### config.mk
export PLATFORM = sky130hd
export DESIGN_NAME = vsetlen_unit
export DESIGN_NICKNAME = d
export VERILOG_FILES = /design/src/rtl/vsetlen_pkg.sv /design/src/rtl/vsetlen_decode.sv /design/src/rtl/vsetlen_clamp.sv /design/src/rtl/vsetlen_commit.sv /design/src/rtl/vsetlen_unit.sv
export SDC_FILE = /design/constraint.sdc
export NUM_CORES = 1
export LEC_CHECK = 0
export ABC_CLOCK_PERIOD_IN_PS = 4900
export BUFFER_PORTS_ARGS = -buffer_cell sky130_fd_sc_hd__buf_4
export CELL_PAD_IN_SITES_DETAIL_PLACEMENT = 2
export CELL_PAD_IN_SITES_GLOBAL_PLACEMENT = 2
export CORE_ASPECT_RATIO = 0.5
export CORE_MARGIN = 10
export CORE_UTILIZATION = 27
export CTS_CLUSTER_SIZE = 30
export DETAILED_ROUTE_END_ITERATION = 16
export PLACE_DENSITY = 0.79
export SLEW_MARGIN = 20
export SYNTH_ARGS = -nofsm -noshare
export SYNTH_HDL_FRONTEND = slang
export SYNTH_HIERARCHICAL = 1
export SYNTH_SLANG_ARGS = --single-unit
### constraint.sdc
create_clock -name clk -period 4.9 [get_ports clk]
set_clock_uncertainty 0.2 [all_clocks]
set_input_delay 0.49 -clock clk [delete_from_list [all_inputs] [get_ports clk]]
set_output_delay 0.49 -clock clk [all_outputs]
set_load 0.05 [all_outputs]
### src/rtl/vsetlen_pkg.sv
// Package: vsetlen_pkg
// Purpose: fixed instruction-format constants and the decoded-instruction
// record shared by the vector length setting unit and its sub-blocks.
// Assumes: the instruction format is fixed at 32 bits, so field positions
// are constants rather than parameters.
package vsetlen_pkg;

    localparam int INSTR_W  = 32;
    localparam int IDX_W    = 5;
    localparam int IMM_W    = 11;
    localparam int OPC_W    = 7;
    localparam int FN3_W    = 3;

    localparam logic [OPC_W-1:0] OPC_VEC   = 7'b1010111;
    localparam logic [FN3_W-1:0] FN3_CFG   = 3'b111;
    localparam logic [IDX_W-1:0] REG_ZERO  = '0;

    // Field positions inside the instruction word
    localparam int OPC_LSB  = 0;
    localparam int RD_LSB   = 7;
    localparam int FN3_LSB  = 12;
    localparam int RS1_LSB  = 15;
    localparam int IMM_LSB  = 20;
    localparam int KIND_BIT = 31;

    typedef enum logic [1:0] {
        OP_NONE     = 2'd0,
        OP_SETLEN   = 2'd1,
        OP_RESERVED = 2'd2
    } op_kind_e;

    typedef struct packed {
        op_kind_e          kind;
        logic [IDX_W-1:0]  rs1;
        logic [IDX_W-1:0]  rd;
        logic [IMM_W-1:0]  bound;
    } decoded_t;

endpackage

### src/rtl/vsetlen_decode.sv
// Module: vsetlen_decode
// Purpose: purely combinational field extraction and classification of an
// instruction word into "not ours", "set length" or "reserved".
// Assumes: instr_valid qualifies the word; without it the result is OP_NONE.
module vsetlen_decode
    import vsetlen_pkg::*;
(
    input  logic               valid_i,
    input  logic [INSTR_W-1:0] word_i,
    output decoded_t           dec_o,
    output logic [IDX_W-1:0]   rs1_o
);

    logic [OPC_W-1:0] opc;
    logic [FN3_W-1:0] fn3;
    logic             kind_bit;
    logic             is_ours;

    // Slice the fixed fields out of the word
    always_comb begin
        opc      = word_i[OPC_LSB +: OPC_W];
        fn3      = word_i[FN3_LSB +: FN3_W];
        kind_bit = word_i[KIND_BIT];
    end

    // Match opcode and funct3 for this instruction
    always_comb begin
        is_ours = valid_i && (opc == OPC_VEC) && (fn3 == FN3_CFG);
    end

    // Build the decoded record
    always_comb begin
        dec_o.rs1   = word_i[RS1_LSB +: IDX_W];
        dec_o.rd    = word_i[RD_LSB  +: IDX_W];
        dec_o.bound = word_i[IMM_LSB +: IMM_W];
        if (!is_ours) begin
            dec_o.kind = OP_NONE;
        end else if (kind_bit) begin
            dec_o.kind = OP_RESERVED;
        end else begin
            dec_o.kind = OP_SETLEN;
        end
    end

    // The read index follows the rs1 field directly
    always_comb begin
        rs1_o = word_i[RS1_LSB +: IDX_W];
    end

endmodule

### src/rtl/vsetlen_clamp.sv
// Module: vsetlen_clamp
// Purpose: computes the new length: the bound itself when the source is x0,
// else the unsigned minimum of the source value and the zero-extended bound.
// Assumes: XLEN is at least IMM_W; the source read data of x0 is ignored so
// x0 behaves as zero whatever the register file returns.
module vsetlen_clamp
    import vsetlen_pkg::*;
#(
    parameter int XLEN = 64
) (
    input  logic [IDX_W-1:0] rs1_i,
    input  logic [XLEN-1:0]  src_i,
    input  logic [IMM_W-1:0] bound_i,
    output logic [XLEN-1:0]  len_o
);

    localparam int PAD_W = XLEN - IMM_W;

    logic [XLEN-1:0] bound_x;
    logic [XLEN-1:0] src_eff;
    logic            src_smaller;

    generate
        if (PAD_W > 0) begin : g_pad
            // Zero-extend the bound to the register width
            always_comb begin
                bound_x = {{PAD_W{1'b0}}, bound_i};
            end
        end else begin : g_nopad
            // Register width equals bound width; no extension needed
            always_comb begin
                bound_x = bound_i[XLEN-1:0];
            end
        end
    endgenerate

    // x0 always reads as zero regardless of the read port
    always_comb begin
        src_eff = (rs1_i == REG_ZERO) ? '0 : src_i;
    end

    // Unsigned comparison of source against the bound
    always_comb begin
        src_smaller = (src_eff < bound_x);
    end

    // Select the length: bound for x0, else the smaller of the two
    always_comb begin
        if (rs1_i == REG_ZERO) begin
            len_o = bound_x;
        end else if (src_smaller) begin
            len_o = src_eff;
        end else begin
            len_o = bound_x;
        end
    end

endmodule

### src/rtl/vsetlen_commit.sv
// Module: vsetlen_commit
// Purpose: registers the results of one decoded instruction as one-cycle
// pulses and keeps the index of the register acting as the vector length.
// Assumes: dec_i and len_i are stable in the cycle they are sampled; reset
// is synchronous and active low.
module vsetlen_commit
    import vsetlen_pkg::*;
#(
    parameter int XLEN = 64
) (
    input  logic             clk,
    input  logic             rst_n,
    input  decoded_t         dec_i,
    input  logic [XLEN-1:0]  len_i,
    output logic             wr_en_o,
    output logic [IDX_W-1:0] wr_idx_o,
    output logic [XLEN-1:0]  wr_data_o,
    output logic             upd_o,
    output logic [XLEN-1:0]  len_o,
    output logic [IDX_W-1:0] ptr_o,
    output logic             ill_o
);

    logic set_now;
    logic write_now;
    logic rsvd_now;

    // Classify the incoming decoded record
    always_comb begin
        set_now   = (dec_i.kind == OP_SETLEN);
        rsvd_now  = (dec_i.kind == OP_RESERVED);
        write_now = set_now && (dec_i.rd != REG_ZERO);
    end

    // Write-back pulse and its payload; x0 writes suppressed
    always_ff @(posedge clk) begin
        if (!rst_n) begin
            wr_en_o   <= 1'b0;
            wr_idx_o  <= '0;
            wr_data_o <= '0;
        end else begin
            wr_en_o   <= write_now;
            wr_idx_o  <= write_now ? dec_i.rd : '0;
            wr_data_o <= write_now ? len_i : '0;
        end
    end

    // Length-update pulse and the computed length
    always_ff @(posedge clk) begin
        if (!rst_n) begin
            upd_o <= 1'b0;
            len_o <= '0;
        end else begin
            upd_o <= set_now;
            len_o <= set_now ? len_i : '0;
        end
    end

    // Index of the scalar register standing in for the vector length
    always_ff @(posedge clk) begin
        if (!rst_n) begin
            ptr_o <= '0;
        end else if (set_now) begin
            ptr_o <= dec_i.rd;
        end
    end

    // Reserved-encoding pulse
    always_ff @(posedge clk) begin
        if (!rst_n) begin
            ill_o <= 1'b0;
        end else begin
            ill_o <= rsvd_now;
        end
    end

endmodule

### src/rtl/vsetlen_unit.sv
// Module: vsetlen_unit
// Purpose: top of the vector length setting unit; decodes the word, clamps
// the requested length and commits the results one cycle later.
// Assumes: the register file read port is combinational (rf_rdata follows
// rf_raddr in the same cycle); one instruction may arrive every cycle.
module vsetlen_unit
    import vsetlen_pkg::*;
#(
    parameter int XLEN = 64
) (
    input  logic               clk,
    input  logic               rst_n,
    input  logic               instr_valid,
    input  logic [INSTR_W-1:0] instr,
    output logic [IDX_W-1:0]   rf_raddr,
    input  logic [XLEN-1:0]    rf_rdata,
    output logic               wr_en,
    output logic [IDX_W-1:0]   wr_idx,
    output logic [XLEN-1:0]    wr_data,
    output logic               vl_upd,
    output logic [XLEN-1:0]    vl_len,
    output logic [IDX_W-1:0]   vl_idx,
    output logic               illegal
);

    decoded_t        dec;
    logic [XLEN-1:0] len_c;

    vsetlen_decode u_decode (
        .valid_i (instr_valid),
        .word_i  (instr),
        .dec_o   (dec),
        .rs1_o   (rf_raddr)
    );

    vsetlen_clamp #(.XLEN(XLEN)) u_clamp (
        .rs1_i   (dec.rs1),
        .src_i   (rf_rdata),
        .bound_i (dec.bound),
        .len_o   (len_c)
    );

    vsetlen_commit #(.XLEN(XLEN)) u_commit (
        .clk       (clk),
        .rst_n     (rst_n),
        .dec_i     (dec),
        .len_i     (len_c),
        .wr_en_o   (wr_en),
        .wr_idx_o  (wr_idx),
        .wr_data_o (wr_data),
        .upd_o     (vl_upd),
        .len_o     (vl_len),
        .ptr_o     (vl_idx),
        .ill_o     (illegal)
    );

endmodule

==> results_dict.tcl <==
set metrics [dict create \
    status "finished clean" \
    maxSlewViolCount 0 \
    grt_pass1_wl_um 26800 \
    initial_core_util_pct 28.0 \
    via_per_inst 4.05 \
    required_ns 4.99 \
    setup-tns-final_ns 0 \
    drt_wl_total_um 17300 \
    post_dp_cell_area_um2 6860 \
    r2r_start "u_commit/ptr_o[3]$_SDFFE_PN0P_" \
    r2r-end "u_commit/ptr_o[3]$_SDFFE_PN0P_" \
    grt_max_degree 77 \
    holdPathStages 2 \
    h-tree-depth 4 \
    grt.total_usage_pct 13.3 \
    dr_wl_met3_um 955 \
    nNetsFinal 805 \
    synth_edf_count 0 \
    ctsLongestPathBuffers 2 \
    ys_ff_latch 141 \
    min_period_ns 3.97 \
    rsz0062_at_grt "false" \
    postCtsResizedCells 0 \
    yosysUniqueCellTypes 35 \
    port_buffers 244 \
    arrival_ns 4.06 \
    met1_length_um 6130 \
    peakVddDrop_v 0.000228 \
    min_path_type "in2reg" \
    drcViolationCount 0 \
    async_flop_share_pct 0 \
    synth.most_common_cell "dfxtp_1" \
    synth-xor-area-share_pct 0 \
    ff2ff_path_depth 2 \
    synth_top_family_by_area "simple AND/OR/NAND/NOR gates" \
    fp.dieW_um 217 \
    fp.dieH_um 118 \
    totalPowerFinal_mw 2.52 \
    numCtsBuffers 17 \
    dr.pass1.iters 4 \
    cts_tree "built" \
    final_area_um2 7470 \
    n_antenna_cell 0 \
    syn_to_final_growth_pct 42.5 \
    num_rows 35 \
    synthAdderAreaFrac_pct 2.39 \
    clk_latency_ns 0.40 \
    path_max_fanout 11 \
    grt_overflow_total 0 \
    synthTopCellsByCount "dfxtp_1, buf_4, and3_1" \
    rrSetupSlack_ns 4.07 \
    clkSinkCount 141 \
    ios 245 \
    ant_nets 0 \
    netlist_area_um2 5240 \
    maxCapViolCount 0 \
    yosys.area.top_type "dfxtp_1" \
    ys_warn_count 6 \
    fmax_mhz 252 \
    slowest_delay_ns 0.58 \
    leakage_nw 3.85 \
    core_area_um2 18700 \
    cts_setup_buffers 0 \
    hold_path_end "u_commit/wr_idx_o[0]$_SDFF_PN0_" \
    power-per-cell-area_nw_per_um2 338 \
    wl_met2_um 10100 \
    synth_seq_area_share_pct 53.9 \
    first_iter_violations 109 \
    path_cells "buf_4, or4_4, nor2_1, buf_4, nor2b_1, ha_1, a211oi_1, nand2_1, or4_1, a2111o_1, mux2_4, and3_1, and2_1" \
    dp_hpwl_um 13500 \
    synth_simple_gate_area_share_pct 23.4 \
    synth_compound_area_share_pct 1.24 \
    crit_top_cell "buf_4" \
    syn-instance-count 481 \
    crit_type "in2reg" \
    path_clk_slew_ns 0.06 \
    worstSetupEndpointType "flip-flop" \
    globalplace.congestion 0.722 \
    dieArea_um2 25700 \
    post_drt_wl_per_cell_um 17.9 \
    final_hold_viol_count 0 \
    synth_top_area_share_pct 53.9 \
    ctsRootBufferMaster "clkbuf_16" \
    period_share_pct 81.0 \
    first_global_vias 4546 \
    vias 3914 \
    crit_slowest_cell "a2111o_1" \
    cts_hold_buf 0 \
    start_kind "input port" \
    fill_cells 2020 \
    grt_antenna_before_repair 0 \
    setup_violations 0 \
    synth.area.top_cells "dfxtp_1, buf_4, and3_1, and2_1, mux2_4" \
    layout-drive-gt1-share_pct 41.9 \
    syn_avg_cell_area_um2 10.9 \
    synth_top_flop_cell "dfxtp_1" \
    relSlewSlack_pct 57.2 \
    worst_pin_slew_ns 0.641 \
    synthMuxAreaShare_pct 4.04 \
    min_from "instr[7]" \
    highest_layer "met4" \
]
per-layer routing:
metal  up-vias  global-route usage, %
met3        14                   3.92
met1      1902                   12.6
met5         -                      0
met2       111                   26.9
li1       1887                      -
met4         0                   3.86
area by class of cell:
class	instances	area (um2)	area share, %
flip-flops and latches	141	2820	37.8
repair buffers	248	1870	25.1
multi-input cells	278	1830	24.5
clock buffers	23	498	6.67
well taps	259	324	4.34
clock inverters	8	83.8	1.12
inverters	10	37.5	0.503
power breakdown:
part           total [mW]  internal, mW  switching, mW
Clock                1.24         0.765          0.479
Combinational       0.133        0.0742         0.0584
Sequential           1.15          1.15      0.0000366
Total                2.52          1.99          0.537
worst max path at each step:
stage / start / to / cells after the start
after floorplan: instr[15] / u_commit/wr_data_o[10]$_SDFF_PN0_ / 14
after global placement: instr[15] / u_commit/wr_data_o[5]$_SDFF_PN0_ / 13
after detailed placement: instr[15] / u_commit/wr_data_o[5]$_SDFF_PN0_ / 13
after CTS: instr[15] / u_commit/wr_data_o[5]$_SDFF_PN0_ / 13
after global routing: instr[15] / u_commit/wr_data_o[5]$_SDFF_PN0_ / 13
final: instr[15] / u_commit/wr_data_o[5]$_SDFF_PN0_ / 13
kinds of logic (layout without fill, tap and decap cells):
group                      count (synthesis)  in the layout
buffers and inverters                    114            289
and+or+nand+nor                          190            190
adders and majority gates                 10             10
muxes                                     16             16
AOI/OAI and AO/OA                          9              9
other                                      1             53
DFF                                      141            141
per-stage QoR:
stage | std cells | worst slack, ns | util, % | hold slack (ns)
4_1_cts | 966 | 0.910 | 39.8 | 0.112
2_1_floorplan | 533 | 0.875 | - | 0.518
3_3_place_gp | 935 | 0.548 | 36.7 | 0.303
5_1_grt | 967 | 0.721 | 39.9 | 0.122
3_5_place_dp | 935 | 0.484 | 36.7 | 0.319
6_report | 967 | 0.933 | 39.9 | 0.132
cells in the final DEF (no fill, tap or decap), types with 4 or more instances in the layout:
cell type / n
and2_1: 66
and3_1: 69
buf_4: 247
clkbuf_16: 17
clkbuf_8: 5
conb_1: 53
dfxtp_1: 141
ha_1: 10
inv_1: 10
mux2_4: 10
mux2i_1: 5
nand2_1: 4
nand3_1: 5
nand4_1: 4
nor2_1: 4
nor2b_1: 15
nor4_1: 11
nor4_2: 4
sequential cells by signal, indices dropped and copies added, names as in the netlist:
signal / count
u_commit/ill_o: 1
u_commit/len_o: 64
u_commit/ptr_o: 5
u_commit/upd_o: 1
u_commit/wr_data_o: 64
u_commit/wr_en_o: 1
u_commit/wr_idx_o: 5
critical path, delay by kind of cell:
| family | cells | cell delay [ns] |
|---|---|---|
| AND/OR/NAND/NOR | 7 | 1.83 |
| AO/OA/AOI/OAI | 2 | 0.82 |
| multiplexers | 1 | 0.39 |
| adder cells (fa/ha/maj) | 1 | 0.18 |
| buffers and inverters | 2 | 0.34 |
Note: power is estimated with default switching activity, not from simulation.
